$ cat src/rtl/lmu_pkg.sv
package lmu_pkg;
  typedef enum logic [1:0] {
    LD_WORD  = 2'b00,
    LD_HIGH  = 2'b01,
    LD_LOW   = 2'b10,
    LD_RSVD  = 2'b11
  } ld_kind_e;
endpackage

$ cat src/rtl/lmu_lane_sel.sv
module lmu_lane_sel
  import lmu_pkg::*;
#(
  parameter int LANES = 4,
  parameter int IDX   = 0,
  parameter int BYTE_W = 8,
  localparam int OFFW = $clog2(LANES),
  localparam int DW   = LANES * BYTE_W
) (
  input  ld_kind_e          kind_i,
  input  logic [OFFW-1:0]   ofs_i,
  input  logic [DW-1:0]     mem_word_i,
  input  logic [BYTE_W-1:0] old_byte_i,
  output logic [BYTE_W-1:0] byte_o
);
  int src;
  logic take_mem;

  always_comb begin
    src      = IDX;
    take_mem = 1'b0;
    unique case (kind_i)
      LD_WORD: take_mem = 1'b1;
      LD_HIGH: begin
        // top ofs+1 lanes take word bytes ofs..0
        if (IDX >= LANES - 1 - int'(ofs_i)) begin
          take_mem = 1'b1;
          src      = IDX - (LANES - 1 - int'(ofs_i));
        end
      end
      LD_LOW: begin
        // low LANES-ofs lanes take word bytes LANES-1..ofs
        if (IDX + int'(ofs_i) <= LANES - 1) begin
          take_mem = 1'b1;
          src      = IDX + int'(ofs_i);
        end
      end
      default: take_mem = 1'b0;
    endcase
    byte_o = take_mem ? mem_word_i[src*BYTE_W +: BYTE_W] : old_byte_i;
  end
endmodule

$ cat src/rtl/lmu_align_chk.sv
module lmu_align_chk
  import lmu_pkg::*;
#(
  parameter int OFFW = 2
) (
  input  ld_kind_e        kind_i,
  input  logic [OFFW-1:0] ofs_i,
  output logic            misaligned_o
);
  assign misaligned_o = (kind_i == LD_WORD) && (ofs_i != '0);
endmodule

$ cat src/rtl/lmu_merge_unit.sv
module lmu_merge_unit
  import lmu_pkg::*;
#(
  parameter int ADDR_W = 32,
  parameter int DATA_W = 32,
  parameter int BYTE_W = 8,
  localparam int LANES = DATA_W / BYTE_W,
  localparam int OFFW  = $clog2(LANES)
) (
  input  logic              clk_i,
  input  logic              rst_ni,
  input  logic              valid_i,
  input  logic [1:0]        kind_i,
  input  logic [ADDR_W-1:0] addr_i,
  input  logic [DATA_W-1:0] mem_word_i,
  input  logic [DATA_W-1:0] reg_old_i,
  output logic              valid_o,
  output logic              wr_en_o,
  output logic              addr_err_o,
  output logic [DATA_W-1:0] wdata_o
);
  ld_kind_e          kind;
  logic [OFFW-1:0]   ofs;
  logic [DATA_W-1:0] merged;
  logic              misaligned;
  logic              err_c, wr_c;
  logic [DATA_W-1:0] data_c;
  logic              unused_addr_hi;

  assign kind = ld_kind_e'(kind_i);
  assign ofs  = addr_i[OFFW-1:0];
  assign unused_addr_hi = ^addr_i[ADDR_W-1:OFFW];

  for (genvar g = 0; g < LANES; g++) begin : g_lane
    lmu_lane_sel #(.LANES(LANES), .IDX(g), .BYTE_W(BYTE_W)) u_lane (
      .kind_i     (kind),
      .ofs_i      (ofs),
      .mem_word_i (mem_word_i),
      .old_byte_i (reg_old_i[g*BYTE_W +: BYTE_W]),
      .byte_o     (merged[g*BYTE_W +: BYTE_W])
    );
  end

  lmu_align_chk #(.OFFW(OFFW)) u_align (
    .kind_i       (kind),
    .ofs_i        (ofs),
    .misaligned_o (misaligned)
  );

  assign err_c  = valid_i && misaligned;
  assign wr_c   = valid_i && !misaligned && (kind != LD_RSVD);
  assign data_c = misaligned ? reg_old_i : merged;

  always_ff @(posedge clk_i or negedge rst_ni) begin
    if (!rst_ni) begin
      valid_o    <= 1'b0;
      wr_en_o    <= 1'b0;
      addr_err_o <= 1'b0;
      wdata_o    <= '0;
    end else begin
      valid_o    <= valid_i;
      wr_en_o    <= wr_c;
      addr_err_o <= err_c;
      if (valid_i) wdata_o <= data_c;
    end
  end
endmodule

$ cat config.mk
export PLATFORM = sky130hd
export DESIGN_NAME = lmu_merge_unit
export DESIGN_NICKNAME = d
export VERILOG_FILES = /design/src/rtl/lmu_pkg.sv /design/src/rtl/lmu_lane_sel.sv /design/src/rtl/lmu_align_chk.sv /design/src/rtl/lmu_merge_unit.sv
export SDC_FILE = /design/constraint.sdc
export NUM_CORES = 1
export LEC_CHECK = 0
export ABC_AREA = 1
export ABC_CLOCK_PERIOD_IN_PS = 1600
export BUFFER_PORTS_ARGS = -buffer_cell sky130_fd_sc_hd__buf_4
export CAP_MARGIN = 20
export CORE_UTILIZATION = 35
export CTS_CLUSTER_DIAMETER = 150
export CTS_CLUSTER_SIZE = 40
export DETAILED_ROUTE_END_ITERATION = 7
export SLEW_MARGIN = 5
export SYNTH_ARGS = -nofsm -noshare
export SYNTH_HDL_FRONTEND = slang
export SYNTH_SLANG_ARGS = --single-unit
$ cat constraint.sdc
create_clock -name clk_i -period 1.6 [get_ports clk_i]
set_input_delay 0.16 -clock clk_i [delete_from_list [all_inputs] [get_ports clk_i]]
set_output_delay 0.16 -clock clk_i [all_outputs]
set_load 0.05 [all_outputs]
==> flow_summary.yaml, run 1 <==
run:
  max-cap-violations: 0
clocking:
  htreeDepth: 2
  clkLatencyLatePin_ns: 0.29
  cts_sinks: 35
  cts_tree: "yes"
  post_cts_buffers: 0
  numCtsBuffers: 5
  path_clk_slew_ns: 0.09
  cts_buffer_depth: 2
  cts-root-buf: "clkbuf_8"
power_and_ir_drop:
  p_leak_uw: 0.00259
  clock_power_share: 0.236
  p_comb_frac: 0.480
  intPower_uw: 2160
  p_switching_uw: 1580
  switching_share: 0.423
  total_power_uw: 3750
  p_seq_frac: 0.284
  ir_drop_v: 0.000407
  power.density_nw_per_um2: 789
placed_design:
  gp_congestion: 0.948
  placedCellCount: 810
  buffer_ports.inserted: 105
  hpwl_mm: 9.68
  placed_area_sq_um: 4610
synth:
  syn_avg_cell_area_sq_um: 5.89
  syn-cell-area_sq_um: 3290
  yosysUniqueCellTypes: 22
  yosysSeqAreaShare: 0.266
  yosysWarnings: 0
  ys_ff_latch: 35
  syn-instance-count: 559
  synth_nets: 674
worst_setup_path:
  reg2reg_slack_ns: 0.79
  crit_top_cell: "nand2_1"
  reg2reg_from: "wdata_o[0]"
  critPathTopFamily: "simple AND/OR/NAND/NOR gates"
  cp.arrival_ns: 1.71
  r2r_cells: 3
  critical_path_depth: 12
  worst-setup-path-type: "in2reg"
  start_kind: "input port"
  worstSetupEndpointType: "flip-flop"
  critPathMaxStageDelay_ns: 0.25
  path_buf_inv: 4
  cp_max_fo: 7
  cpMaxStageDelayCell: "ha_1"
  startpoint: "kind_i[1]"
  crit_path_cell_trace: "buf_4 > inv_1 > buf_4 > ha_1 > nand2_1 > inv_1 > nand2_1 > o21ai_2 > nand3_1 > nand2_1 > nand2_1 > a21oi_1"
  crit_required_ns: 1.83
timing:
  fin_crit_ns: 1.48
  finalSetupViolCount: 0
  timing.final.crit_share: 0.923
  fmax_mhz: 677
  tns_ns: 0
  hold_viol: 0
  slew_violations: 0
  finClkSkew_ns: 0
  worst_slew_pin_slew_ns: 0.468
  slew-limit-headroom: 0.688
worst_hold_path:
  hp-class: "in2reg"
  min_delay_path_depth: 3
  hp-start: "reg_old_i[9]"
floorplanning:
  io_pins: 136
  rows: 35
  start_util: 0.358
  die_h_um: 99.0
  core-area_sq_um: 9200
  die-width_um: 99.0
  die_area_sq_um: 9800
layout:
  instances_no_fill: 819
  fin_nets: 822
  stdcell_area_sq_um: 4750
  mostFrequentLayoutCells: "nand2_1 (204), buf_4 (155), nand3_1 (89), inv_1 (49), nor2_1 (47)"
  final_common_cell: "nand2_1"
  area_growth_pct: 44.2
  antennaDiodeCount: 0
  drive_gt1_frac: 0.266
global_routing:
  grt_max_degree: 36
  grt_antenna_before_repair: 0
  grt_pass1_wl_mm: 19.2
  grt_usage: 0.247
  grt_pass1_vias: 3841
  gr-total-overflow: 0
drt:
  drc: 0
  drt_iter0_markers: 296
  drt_pass1_iterations: 4
  vias: 4125
  routedWlPerCell_um: 14.7
  viasPerCell: 5.04
  final_antenna_net_count: 0
  wl_mm: 12.0
run_status:
  status: "finished, final reports clean"
-- stage by stage --
stage / worst slack [ns] / utilization / hold slack (ns)
after floorplan: 0.0604 / - / -0.136
after global placement: -0.198 / 0.501 / 0.140
after detailed placement: -0.273 / 0.501 / 0.151
after CTS: 0.0376 / 0.515 / 0.145
after global routing: -0.000828 / 0.516 / 0.168
final: 0.123 / 0.516 / 0.155
-- Yosys cell counts, drive strengths merged --
cell type | n | area share
nand3 | 91 | 0.14
buf | 15 | 0.027
nand2 | 211 | 0.25
o21ai | 16 | 0.025
ha | 14 | 0.053
a21oi | 49 | 0.079
clkinv | 2 | 0.0023
inv | 50 | 0.057
dfrtp | 35 | 0.27
nor2 | 50 | 0.059
nor3 | 3 | 0.0046
a22o | 1 | 0.0027
nand4 | 16 | 0.030
clkbuf | 6 | 0.0068
-- kinds of logic after synthesis --
kind of cell / share of synthesized area
flip-flops: 0.266
AND/OR/NAND/NOR: 0.481
adder cells (fa/ha/maj): 0.0532
AO/OA/AOI/OAI: 0.107
buffers and inverters: 0.0927
-- worst reg2reg max path, stage by stage (launching register included) --
cell,delay (ns)
dfrtp_1,0.39
a22o_1,0.23
inv_1,0.05
nand2_1,0.04
-- power groups by stage --
stage | Combinational, uW | Sequential, uW | Clock, uW
2_1_floorplan | 652 | 1490 | 0
3_3_place_gp | 1770 | 1080 | 0
3_5_place_dp | 1790 | 1080 | 0
4_1_cts | 1790 | 1070 | 916
5_1_grt | 1950 | 1080 | 950
6_report | 1800 | 1060 | 886
-- flip-flops by register name (all words and copies together), names as in the netlist --
register    flops
wr_en_o         1
wdata_o        32
addr_err_o      1
valid_o         1
-- final timing paths --
check,end
setup / recovery,wdata_o[15]
hold / removal,wdata_o[9]
setup reg to reg,wdata_o[0]
hold reg to reg,wdata_o[1]
max in group asynchronous,wdata_o[0]
min in group asynchronous,wdata_o[23]
-- final cells by class --
cell class / count / area, sq um
Fill cell: 974 / 4450
Sequential cell: 35 / 876
Clock inverter: 2 / 35.0
Multi-Input combinational cell: 451 / 2130
Timing Repair Buffer: 162 / 1290
Inverter: 52 / 195
Clock buffer: 6 / 82.6
Tap cell: 111 / 139
-- per-layer routing --
metal  wire length (um)  global-route usage  part of all wire  up-vias
met5                  0                   0                 0        -
met4                202              0.0643             0.017        0
met3                815              0.0397             0.068       18
met2               5310               0.391              0.44      162
met1               5700               0.349              0.47     1839
li1                   -                   -                 -     2106
-- timing repair --
item	4_1_cts	5_1_grt
setup endpoints to repair	0	10
hold endpoints to repair	35	0
hold buffers	1	0
resized for setup	0	3
No activity file was read; power rests on OpenSTA's default activity.
==> run 2, diff against run 1 <==
CORE_MARGIN = 2   (was default)
CTS_CLUSTER_DIAMETER = default   (was 150)
CTS_CLUSTER_SIZE = default   (was 40)
==> flow_summary.yaml, run 2 (synthesized netlist as in run 1, its figures left out) <==
global_routing:
  gr-total-overflow: 0
  grt_max_degree: 39
  busiest_layer: "met2"
  grt_util_met2: 0.371
  grt_pass1_wl_mm: 19.4
  grt_use_met1: 0.339
  grt_usage: 0.238
  grt_antenna_before_repair: 0
  grt.met3_usage: 0.0361
  grt_pass1_vias: 3851
layout:
  drive_gt1_frac: 0.258
  fin_nets: 816
  stdcell_area_sq_um: 4650
  area_growth_pct: 41.2
  final_common_cell: "nand2_1"
  mostFrequentLayoutCells: "nand2_1 (204), buf_4 (150), nand3_1 (89), inv_1 (49), nor2_1 (47)"
  antennaDiodeCount: 0
  regMostFlops: "wdata_o"
  largest_reg_flops: 32
worst_setup_path:
  reg2reg_slack_ns: 0.80
  cp_max_fo: 14
  crit_required_ns: 1.78
  worstSetupEndpointType: "flip-flop"
  cp.arrival_ns: 1.63
  start_kind: "input port"
  worst-setup-path-type: "in2reg"
timing:
  setup_slack_ns: 0.151
  slew_violations: 0
  finalSetupViolCount: 0
  fin_crit_ns: 1.45
  finClkSkew_ns: 0
  hold_viol: 0
  worst_slew_pin_slew_ns: 0.472
  timing.final.crit_share: 0.906
  slew-limit-headroom: 0.685
  tns_ns: 0
  grt_setup_unrepaired: "yes"
  fmax_mhz: 690
drt:
  drt_iter0_markers: 326
  drc: 0
  vias: 4140
  drt_pass1_iterations: 5
  viasPerCell: 5.09
  final_antenna_net_count: 0
  routedWlPerCell_um: 14.7
  wl_mm: 12.0
floorplanning:
  die-width_um: 101
  start_util: 0.358
  io_pins: 136
  rows: 35
  die_h_um: 101
  die_area_sq_um: 10200
  core-area_sq_um: 9200
clocking:
  numCtsBuffers: 5
  cts-root-buf: "clkbuf_8"
  clkLatencyLatePin_ns: 0.30
  path_clk_slew_ns: 0.09
  cts_buffer_depth: 2
  htreeDepth: 2
  cts_sinks: 35
  cts_tree: "yes"
power_and_ir_drop:
  ir_drop_v: 0.000280
  power.density_nw_per_um2: 756
  p_leak_uw: 0.00254
run:
  max-cap-violations: 0
placed_design:
  pre_cts_ws_ns: -0.195
  buffer_ports.inserted: 105
  gp_congestion: 0.937
  hpwl_mm: 9.66
  placed_area_sq_um: 4550
worst_hold_path:
  hp-class: "in2reg"
run_status:
  status: "finished, final reports clean"
run 2: worst max-delay path, cell delays in order:
cell and delay, ns:
buf_4 0.10, inv_1 0.07, ha_1 0.38, inv_1 0.09, a21oi_2 0.19, buf_4 0.24, nand3_1 0.09, nand3_1 0.11
nand3_1 0.09, nand2_1 0.07, nand2_1 0.05
run 2: power breakdown:
part	total (uW)	switching, uW	leakage, uW	internal, uW
sequential	1060	65.5	0.000407	999
combinational	1770	1130	0.00209	638
clock	685	381	0.0000402	304
run 2: area by class of cell:
| cell class | instances | area, sq um |
|---|---|---|
| Tap cell | 111 | 139 |
| Inverter | 52 | 195 |
| Sequential cell | 35 | 876 |
| Clock inverter | 3 | 20.0 |
| Timing Repair Buffer | 156 | 1240 |
| Clock buffer | 5 | 68.8 |
| Fill cell | 981 | 4540 |
| Multi-Input combinational cell | 451 | 2120 |
run 2: path summary, 6_finish.rpt:
check / start / endpoint / depth (start not counted)
max: kind_i[0] / wdata_o[31] / 11
min: reg_old_i[15] / wdata_o[15] / 3
max reg2reg: wdata_o[0] / wdata_o[0] / 3
min reg2reg: wdata_o[4] / wdata_o[4] / 2
max in group asynchronous: rst_ni / wdata_o[17] / 2
min in group asynchronous: rst_ni / wdata_o[23] / 2
run 2: routing by layer:
metal  vias to the layer above  routed length [um]
met2                       184                5250
met1                      1848                5400
li1                       2090                   -
met4                         0                 296
met5                         -                   0
met3                        18                1010
run 2: per-stage QoR:
step / utilization / hold slack (ns) / total power (uW) / instances
6_report: 0.506 / 0.151 / 3520 / 813
5_1_grt: 0.506 / 0.159 / 3780 / 813
4_1_cts: 0.505 / 0.148 / 3540 / 813
3_5_place_dp: 0.495 / 0.150 / 2840 / 804
3_3_place_gp: 0.495 / 0.141 / 2830 / 804
2_1_floorplan: - / -0.136 / 2140 / 559
run 2: what timing repair did:
item	in CTS	in global routing
setup endpoints to repair	0	4
hold endpoints to repair	35	0
hold buffers	1	0
buffers inserted	0	0
gates resized for setup	0	2
==> run 3, diff against run 2 <==
CELL_PAD_IN_SITES_DETAIL_PLACEMENT = 1   (was default)
CELL_PAD_IN_SITES_GLOBAL_PLACEMENT = 1   (was default)
PLACE_DENSITY_LB_ADDON = 0.1   (was default)
==> flow_summary.yaml, run 3 (synthesized netlist as in run 1, its figures left out) <==
run_status:
  status: "finished, final reports clean"
floorplanning:
  rows: 35
  core-area_sq_um: 9200
  die-width_um: 101
  die_h_um: 101
  start_util: 0.358
  die_area_sq_um: 10200
  io_pins: 136
drt:
  wl_met3_um: 643
  dr_wl_met2_mm: 6.89
  drt_pass1_iterations: 4
  drc: 0
  viasPerCell: 5.22
  wl_mm: 14.3
  routedWlPerCell_um: 17.4
  wirelength_met1_mm: 6.63
  final_antenna_net_count: 0
  vias: 4311
  dr.max_layer_used: "met4"
  drt_iter0_markers: 182
power_and_ir_drop:
  total_power_uw: 3890
  p_leak_uw: 0.00264
  p_switching_uw: 1680
  p_seq_frac: 0.274
  intPower_uw: 2210
  ir_drop_v: 0.000360
  clock_power_share: 0.228
  p_comb_frac: 0.498
  power.density_nw_per_um2: 798
  switching_share: 0.431
layout:
  antennaDiodeCount: 0
  instances_no_fill: 826
  final_util: 0.530
  fin_nets: 829
  largest_reg_flops: 32
  regMostFlops: "wdata_o"
  final_common_cell: "nand2_1"
  mostFrequentLayoutCells: "nand2_1 (203), buf_4 (159), nand3_1 (89), inv_1 (48), nor2_1 (46)"
  drive_gt1_frac: 0.281
  area_growth_pct: 47.9
worst_setup_path:
  cp_max_fo: 7
  worst-setup-path-type: "in2reg"
  crit_required_ns: 1.82
  cp.arrival_ns: 1.69
  worstSetupEndpointType: "flip-flop"
  start_kind: "input port"
timing:
  slew-limit-headroom: 0.675
  tns_ns: 0
  fmax_mhz: 680
  hold_slack_ns: 0.152
  hold_viol: 0
  finalSetupViolCount: 0
  fin_crit_ns: 1.47
  finClkSkew_ns: 0
  slew_violations: 0
  worst_slew_pin_slew_ns: 0.487
  timing.final.crit_share: 0.919
  grt_setup_unrepaired: "no"
global_routing:
  gr-total-overflow: 0
  grt_pass1_wl_mm: 22.9
  grt_max_degree: 36
  grt_antenna_before_repair: 0
  grt_pass1_vias: 4389
  grt_usage: 0.285
placed_design:
  gp_congestion: 0.879
  hpwl_mm: 11.3
  placedCellCount: 817
  buffer_ports.inserted: 105
clocking:
  clkLatencyLatePin_ns: 0.30
  post_cts_buffers: 0
  cts_sinks: 35
  cts-root-buf: "clkbuf_8"
  htreeDepth: 2
  numCtsBuffers: 5
  path_clk_slew_ns: 0.08
  cts_buffer_depth: 2
  cts_tree: "yes"
run:
  max-cap-violations: 0
worst_hold_path:
  hp-class: "in2reg"
==> run 3: path summary, 6_finish.rpt <==
path / cells past startpoint / slack, ns / end / from
min reg2reg: 2 / 0.49 / wdata_o[31] / wdata_o[31]
min in group asynchronous: 2 / 0.35 / wdata_o[18] / rst_ni
max: 13 / 0.13 / wdata_o[14] / kind_i[1]
max reg2reg: 3 / 0.77 / wdata_o[0] / wdata_o[0]
max in group asynchronous: 2 / 0.89 / wdata_o[2] / rst_ni
min: 3 / 0.15 / wdata_o[17] / reg_old_i[17]
==> run 3: power by group through the flow <==
stage	Combinational, uW	Sequential [uW]	Clock [uW]
2_1_floorplan	652	1490	0
3_3_place_gp	1860	1080	0
3_5_place_dp	1900	1080	0
4_1_cts	1910	1070	888
5_1_grt	2080	1080	927
6_report	1940	1070	888
==> run 3: critical path, stage by stage <==
cell and delay (ns):
buf_4 0.11, inv_1 0.11, buf_4 0.16, ha_4 0.16, nand2_1 0.07, inv_1 0.11
nand2_2 0.13, o21ai_2 0.08, buf_4 0.18, nand3_1 0.10, nand2_1 0.11, nand2_1 0.08
a21oi_1 0.13
==> run 3: through the flow <==
step	worst slack [ns]	cell area (sq um)
6_report	0.129	4870
5_1_grt	0.0270	4870
2_1_floorplan	0.0604	3290
3_5_place_dp	-0.318	4680
3_3_place_gp	-0.282	4680
4_1_cts	0.0123	4810
==> run 3: cell type report <==
type | count | area [sq um]
Clock buffer | 6 | 82.6
Clock inverter | 2 | 35.0
Fill cell | 1271 | 4320
Inverter | 52 | 195
Multi-Input combinational cell | 451 | 2170
Sequential cell | 35 | 876
Tap cell | 111 | 139
Timing Repair Buffer | 169 | 1380
==> run 3: metal layers <==
metal	track usage	up-vias
met3	0.0326	13
met2	0.505	129
met5	0	-
met1	0.378	2057
met4	0.0478	0
li1	-	2112
==> run 3: repair_timing <==
| item | CTS | global route |
|---|---|---|
| hold endpoints to repair | 35 | 0 |
| gates resized for setup | 1 | 12 |
| endpoints found under the setup margin | 7 | 16 |
| hold buffers | 1 | 0 |
| gates cloned | 0 | 0 |
